$ cat config.mk
export PLATFORM = sky130hd
export DESIGN_NAME = burst_rd_seq
export DESIGN_NICKNAME = d
export VERILOG_FILES = /design/src/rtl/brs_pkg.sv /design/src/rtl/brs_clkgen.sv /design/src/rtl/brs_page_edge.sv /design/src/rtl/burst_rd_seq.sv
export SDC_FILE = /design/constraint.sdc
export NUM_CORES = 1
export LEC_CHECK = 0
export ABC_AREA = 1
export BUFFER_PORTS_ARGS = -buffer_cell sky130_fd_sc_hd__buf_2
export CORE_MARGIN = 4
export CORE_UTILIZATION = 55
export CTS_BUF_LIST = sky130_fd_sc_hd__clkbuf_8
export CTS_CLUSTER_DIAMETER = 50
export CTS_CLUSTER_SIZE = 28
export DETAILED_ROUTE_END_ITERATION = 8
export MAX_ROUTING_LAYER = met4
export PLACE_DENSITY = 0.91
export SKIP_LAST_GASP = 1
export SYNTH_ARGS = -nofsm -noshare
export SYNTH_HDL_FRONTEND = slang
export SYNTH_SLANG_ARGS = --single-unit
export TNS_END_PERCENT = 5
$ cat constraint.sdc
create_clock -name clk -period 2.3 [get_ports clk]
set_input_delay 0.575 -clock clk [delete_from_list [all_inputs] [get_ports clk]]
set_output_delay 0.575 -clock clk [all_outputs]
set_load 0.01 [all_outputs]
$ cat src/rtl/brs_pkg.sv
package brs_pkg;

  typedef enum logic [2:0] {
    S_IDLE,
    S_ARM,
    S_ADDR,
    S_LAT,
    S_DATA,
    S_GAP
  } brs_state_e;

  function automatic logic [4:0] div_clamp(input logic [4:0] d);
    if (d < 5'd2)  return 5'd2;
    if (d > 5'd16) return 5'd16;
    return d;
  endfunction

  function automatic logic [4:0] lat_clamp(input logic [4:0] l);
    if (l < 5'd2)  return 5'd2;
    if (l > 5'd17) return 5'd17;
    return l;
  endfunction

endpackage

$ cat src/rtl/brs_clkgen.sv
module brs_clkgen #(
  parameter int CW = 5
) (
  input  logic          clk,
  input  logic          rst_n,
  input  logic          run,
  input  logic [CW-1:0] period,
  output logic          tick,
  output logic          mem_clk
);

  logic [CW-1:0] cnt_q;
  logic [CW-1:0] cnt_d;

  // tick marks the last system cycle of a memory clock period
  assign tick    = run && (cnt_q == period - CW'(1));
  assign mem_clk = run && (cnt_q < (period >> 1));

  always_comb begin
    if (!run || tick) cnt_d = '0;
    else              cnt_d = cnt_q + CW'(1);
  end

  always_ff @(posedge clk or negedge rst_n) begin
    if (!rst_n) cnt_q <= '0;
    else        cnt_q <= cnt_d;
  end

  // phase counter never leaves the programmed period
  a_r1_phase_in_range: assert property (@(posedge clk) disable iff (!rst_n)
    cnt_q < period);

endmodule

$ cat src/rtl/brs_page_edge.sv
module brs_page_edge #(
  parameter int NSIZE  = 4,
  parameter int MINLOG = 7,
  localparam int TOPB  = MINLOG + NSIZE - 2
) (
  input  logic [TOPB:0] nxt,
  input  logic [2:0]    sel,
  output logic          hit
);

  logic [NSIZE-1:0] at_edge;

  for (genvar g = 0; g < NSIZE; g++) begin : g_size
    assign at_edge[g] = (nxt[MINLOG-1+g:0] == '0);
  end

  always_comb begin
    hit = 1'b0;
    if (sel != 3'd0 && int'(sel) <= NSIZE) hit = at_edge[sel-3'd1];
  end

endmodule

$ cat src/rtl/burst_rd_seq.sv
module burst_rd_seq
  import brs_pkg::*;
#(
  parameter int AW = 24,
  parameter int DW = 16,
  parameter int LW = 8
) (
  input  logic          clk,
  input  logic          rst_n,
  input  logic          req_valid,
  input  logic [AW-1:0] req_addr,
  input  logic [LW-1:0] req_len,
  output logic          req_ready,
  input  logic [4:0]    cfg_div,
  input  logic [4:0]    cfg_lat,
  input  logic          cfg_cram,
  input  logic          cfg_cont_clk,
  input  logic          cfg_wait_en,
  input  logic          cfg_wait_hi,
  input  logic          cfg_wait_early,
  input  logic [2:0]    cfg_page,
  output logic          mem_clk,
  output logic          mem_ce_n,
  output logic          mem_adv_n,
  output logic [AW-1:0] mem_addr,
  input  logic [DW-1:0] mem_dq,
  input  logic          mem_wait,
  output logic          rd_valid,
  output logic [DW-1:0] rd_data,
  output logic          done
);

  localparam int STEP   = DW / 8;
  localparam int NSIZE  = 4;
  localparam int MINLOG = 7;
  localparam int PTOP   = MINLOG + NSIZE - 2;

  brs_state_e    st_q, st_d;
  logic [AW-1:0] addr_q, addr_d;
  logic [LW-1:0] left_q, left_d;
  logic [4:0]    lat_q, lat_d;
  logic          wdly_q, wdly_d;
  logic          vld_q, vld_d;
  logic [DW-1:0] dat_q, dat_d;
  logic          fin_q, fin_d;
  logic          done_q;

  logic [4:0]    period;
  logic [4:0]    lat_eff;
  logic          run;
  logic          tick;
  logic          wait_now;
  logic          stall;
  logic          edge_hit;
  logic [AW-1:0] addr_inc;

  assign period   = div_clamp(cfg_div);
  assign lat_eff  = cfg_cram ? 5'd0 : lat_clamp(cfg_lat);
  assign run      = cfg_cont_clk || (st_q inside {S_ADDR, S_LAT, S_DATA, S_GAP});
  assign addr_inc = addr_q + AW'(STEP);
  assign wait_now = cfg_wait_en && (mem_wait == cfg_wait_hi);
  assign stall    = cfg_wait_early ? wdly_q : wait_now;

  brs_clkgen #(.CW(5)) u_clk (
    .clk     (clk),
    .rst_n   (rst_n),
    .run     (run),
    .period  (period),
    .tick    (tick),
    .mem_clk (mem_clk)
  );

  brs_page_edge #(.NSIZE(NSIZE), .MINLOG(MINLOG)) u_page (
    .nxt (addr_inc[PTOP:0]),
    .sel (cfg_page),
    .hit (edge_hit)
  );

  always_comb begin
    st_d   = st_q;
    addr_d = addr_q;
    left_d = left_q;
    lat_d  = lat_q;
    wdly_d = wdly_q;
    vld_d  = 1'b0;
    dat_d  = dat_q;
    fin_d  = 1'b0;
    unique case (st_q)
      S_IDLE: begin
        if (req_valid) begin
          addr_d = req_addr;
          left_d = req_len;
          st_d   = S_ARM;
        end
      end
      S_ARM: begin
        if (!cfg_cont_clk || tick) st_d = S_ADDR;
      end
      S_ADDR: begin
        if (tick) begin
          if (lat_eff == 5'd0) begin
            st_d   = S_DATA;
            wdly_d = 1'b0;
          end else begin
            lat_d = lat_eff - 5'd1;
            st_d  = S_LAT;
          end
        end
      end
      S_LAT: begin
        if (tick) begin
          if (lat_q == 5'd0) begin
            st_d   = S_DATA;
            wdly_d = 1'b0;
          end else begin
            lat_d = lat_q - 5'd1;
          end
        end
      end
      S_DATA: begin
        if (tick) begin
          wdly_d = wait_now;
          if (!stall) begin
            vld_d  = 1'b1;
            dat_d  = mem_dq;
            addr_d = addr_inc;
            if (left_q == '0) begin
              st_d  = S_IDLE;
              fin_d = 1'b1;
            end else begin
              left_d = left_q - LW'(1);
              if (edge_hit) st_d = S_GAP;
            end
          end
        end
      end
      S_GAP: begin
        if (tick) st_d = S_ADDR;
      end
      default: st_d = S_IDLE;
    endcase
  end

  always_ff @(posedge clk or negedge rst_n) begin
    if (!rst_n) begin
      st_q   <= S_IDLE;
      addr_q <= '0;
      left_q <= '0;
      lat_q  <= '0;
      wdly_q <= 1'b0;
      vld_q  <= 1'b0;
      dat_q  <= '0;
      fin_q  <= 1'b0;
      done_q <= 1'b0;
    end else begin
      st_q   <= st_d;
      addr_q <= addr_d;
      left_q <= left_d;
      lat_q  <= lat_d;
      wdly_q <= wdly_d;
      vld_q  <= vld_d;
      dat_q  <= dat_d;
      fin_q  <= fin_d;
      done_q <= fin_q;
    end
  end

  assign req_ready = (st_q == S_IDLE);
  assign mem_ce_n  = !(st_q inside {S_ADDR, S_LAT, S_DATA});
  assign mem_adv_n = (st_q != S_ADDR);
  assign mem_addr  = addr_q;
  assign rd_valid  = vld_q;
  assign rd_data   = dat_q;
  assign done      = done_q;

  // strobe opens on a memory clock rising edge
  a_r4_adv_opens_on_rise: assert property (@(posedge clk) disable iff (!rst_n)
    $fell(mem_adv_n) |-> $rose(mem_clk));

  // strobe closes after a whole memory clock, at the next rising edge
  a_r4_adv_closes_on_rise: assert property (@(posedge clk) disable iff (!rst_n)
    $rose(mem_adv_n) |-> $rose(mem_clk));

  // an accepted request leaves the idle state
  a_r3_accept_leaves_idle: assert property (@(posedge clk) disable iff (!rst_n)
    (req_valid && req_ready) |=> !req_ready);

  // every delivered word advanced the address by one word
  a_r10_addr_step: assert property (@(posedge clk) disable iff (!rst_n)
    rd_valid |-> (mem_addr == $past(mem_addr) + AW'(STEP)));

  // done comes right after a delivered word
  a_r11_done_after_word: assert property (@(posedge clk) disable iff (!rst_n)
    done |-> $past(rd_valid));

endmodule

==> results.json <==
{
  "yosysWarnings": 0,
  "dpl.hpwl_um": 8410,
  "fin_util_pct": 71.9,
  "cts.clk_slew.worst_paths_ns": 0.07,
  "die_area_um2": 9030,
  "synth_cell_types": 40,
  "grt_max_degree": 50,
  "ys.flop_type": "dfrtp_1",
  "placed_cells": 821,
  "row_count": 31,
  "critPathKind": "flip-flop to primary output",
  "fin_crit_sh_pct": 104,
  "cp_common_cell": "inv_2",
  "ys_seq_elements": 65,
  "r2r_cells": 9,
  "worst_slew_margin_rel_pct": 63.5,
  "status": "finished with violations",
  "holdWs_ns": 0.214,
  "critPathMaxFanout": 4,
  "wire_per_inst_um": 13.8,
  "fill_cells": 598,
  "track_usage_pct": 27.2,
  "maxSlewViolCount": 0,
  "multi_input_area_um2": 2330,
  "root_buffer": "clkbuf_8",
  "synth_area_um2": 4170,
  "worstMarginPinSlew_ns": 0.547,
  "drive_gt1_share_pct": 25.2,
  "reg2reg_to": "lat_q[4]$_DFFE_PN0P_",
  "die_w_um": 95.1,
  "syn-num-nets": 685,
  "internal-power_mw": 3.32,
  "synthToLayoutAreaGrowth_pct": 25.8,
  "path_cells": "nor2_2, inv_2, nor2_4, inv_2, o211ai_1, nor2_1, or2_4, a211oi_2, buf_2",
  "wl_um": 11600,
  "crit_end": "mem_clk",
  "setup_ws_ns": -0.0936,
  "finalCriticalPeriod_ns": 2.39,
  "io_pins": 116,
  "cts_buffers": 9,
  "htree_levels": 3,
  "seqCellArea_um2": 1630,
  "violations": "setup timing",
  "cp_slowest_cell": "dfrtp_1",
  "synthArstFlopShare_pct": 100,
  "grt_pass1_wl_um": 19100,
  "final_cell_mix": "nand2_1, buf_2, dfrtp_1, nand3_1, nor2_1",
  "maxCapViolations": 0,
  "clockBufferDepth": 2,
  "ir_worst_vdd_v": 0.000534,
  "p_seq_share_pct": 34.9,
  "reg2reg_from": "st_q[1]$_DFFE_PN0P_",
  "pwr-share-clk_pct": 15.6,
  "final_common_cell": "nand2_1",
  "setup_viol": 2,
  "worstPathRequired_ns": 1.73,
  "r2r_setup_slack_ns": 0.14,
  "comb_power_share_pct": 49.4,
  "max_clock_freq_mhz": 418,
  "fin_nets": 819,
  "grt.overflow.total": 0,
  "core_um2": 7290,
  "place_congestion": 0.964,
  "clk_latency_ns": 0.34,
  "initialDrtViolationCount": 271,
  "power.switching_mw": 2.84,
  "p_leak_nw": 2.95,
  "vias": 4556,
  "crit_path_start_kind": "flip-flop",
  "final_hold_viol_count": 0,
  "slowest_delay_ns": 0.42,
  "endpoint_kind": "primary output",
  "hp-class": "input pin to asynchronous set/reset pin",
  "switching_share_pct": 46.1,
  "cts.sink_count": 65,
  "initial_utilization_pct": 57.2,
  "layoutNonFillerInstCount": 844,
  "synth_edf_count": 0,
  "rsz0062_at_grt": "true",
  "antennaDiodeCount": 0,
  "worstPathArrival_ns": 1.82,
  "antenna_found_initial": 0,
  "fin_skew_ns": 0.00747,
  "die_y_um": 95.1,
  "startpoint": "st_q[0]$_DFFE_PN0P_",
  "drtAntennaViolNets": 0,
  "cts_tree": "yes",
  "syn_avg_cell_area_um2": 6.88,
  "ys_seq_area_share_pct": 39.0,
  "vias_per_cell": 5.40,
  "drt_first_pass_iters": 5,
  "io_buffers": 115,
  "grt_pass1_vias": 4369,
  "netlist_instances": 606,
  "route.detailed.drc": 0,
  "p_per_area_nw_per_um2": 1180
}
sequential cells by signal (all words and copies together), names as in the netlist:
register     count
mem_addr        24
rd_data         16
left_q           8
lat_q            5
u_clk.cnt_q      5
st_q             3
done             1
fin_q            1
rd_valid         1
wdly_q           1
synthesized netlist by cell type, types with 2 or more instances:
master    number  share of area (%)
nand2_1      243                 22
dfrtp_1       65                 39
nand3_1       64                7.7
nor2_1        47                4.2
inv_1         42                3.8
o21ai_0       26                3.1
xnor2_1       16                3.4
a21oi_1       11                1.3
ha_1           9                2.7
nand2_2        9                1.4
clkbuf_1       8               0.72
nand4_1        7                1.1
xor2_1         7                1.5
buf_2          6               0.72
inv_2          5               0.45
nor3_1         4               0.48
a22oi_1        3               0.54
nor2_2         3               0.45
o21ai_1        3               0.36
or2_2          3               0.45
nor2_4         2               0.54
nor3b_1        2               0.36
o211ai_1       2               0.36
o21bai_1       2               0.36
o31ai_1        2               0.36
logic make-up (layout without fill, tap and decap cells):
logic type / count (synthesis) / count (layout) / share of synthesized area (%)
adder cells (fa/ha/maj): 9 / 9 / 2.70
multiplexers: 1 / 1 / 0.270
flip-flops: 65 / 65 / 39.0
buffers and inverters: 65 / 204 / 6.36
AO/OA/AOI/OAI: 54 / 54 / 7.32
AND/OR/NAND/NOR: 389 / 389 / 39.5
XOR/XNOR: 23 / 23 / 4.83
worst min-delay path by stage:
stage | from | end | slack, ns | cells after the start
after floorplan | rst_n | done$_DFF_PN0_ | 0.28 | 0
after global placement | fin_q$_DFF_PN0_ | done$_DFF_PN0_ | 0.34 | 0
after detailed placement | fin_q$_DFF_PN0_ | done$_DFF_PN0_ | 0.34 | 0
after CTS | rst_n | left_q[5]$_DFFE_PN0P_ | 0.22 | 1
after global routing | rst_n | left_q[4]$_DFFE_PN0P_ | 0.23 | 1
final | rst_n | mem_addr[7]$_DFFE_PN0P_ | 0.21 | 1
stage by stage:
stage	total power, mW	setup TNS, ns	setup WS, ns	area [um^2]
after floorplan	3.98	0	0.0229	4170
after global placement	4.84	-0.170	-0.0756	4930
after detailed placement	5.00	-2.49	-0.122	4930
after CTS	6.07	-0.0998	-0.0998	5180
after global routing	6.68	-0.531	-0.197	5240
final	6.17	-0.0965	-0.0936	5240
repair_timing:
item | 4_1_cts | 5_1_grt
setup endpoints to repair | 1 | 42
hold buffers | 0 | 0
pin swaps | 2 | 3
gates resized for setup | 5 | 11
setup buffers | 5 | 3
layout make-up:
class | instances | area share, %
repair buffers | 140 | 14.9
clock buffers | 9 | 2.36
clock inverters | 7 | 1.36
well taps | 99 | 2.36
inverters | 48 | 3.53
flip-flops and latches | 65 | 31.0
multi-input cells | 476 | 44.5
per-layer routing:
| metal | up-vias | global-route usage [%] | routed length (um) |
|---|---|---|---|
| met4 | 0 | 12.0 | 306 |
| met5 | - | - | 0 |
| met3 | 31 | 3.71 | 1000 |
| met2 | 259 | 45.8 | 5660 |
| li1 | 2198 | - | - |
| met1 | 2068 | 32.5 | 4650 |
critical path, delay by kind of cell (launching register included):
kind | cells | cell delay [ns]
flip-flops | 1 | 0.42
AND/OR/NAND/NOR | 4 | 0.57
AO/OA/AOI/OAI | 2 | 0.23
buffers and inverters | 3 | 0.25
power groups by stage:
| stage | registers (mW) | logic (mW) | clock network (mW) |
|---|---|---|---|
| floorplan | 2.16 | 1.81 | 0 |
| global placement | 2.11 | 2.72 | 0 |
| detailed placement | 2.14 | 2.86 | 0 |
| CTS | 2.13 | 2.96 | 0.983 |
| global route | 2.21 | 3.42 | 1.05 |
| finish | 2.16 | 3.05 | 0.965 |
No activity file was read; power rests on OpenSTA's default activity.
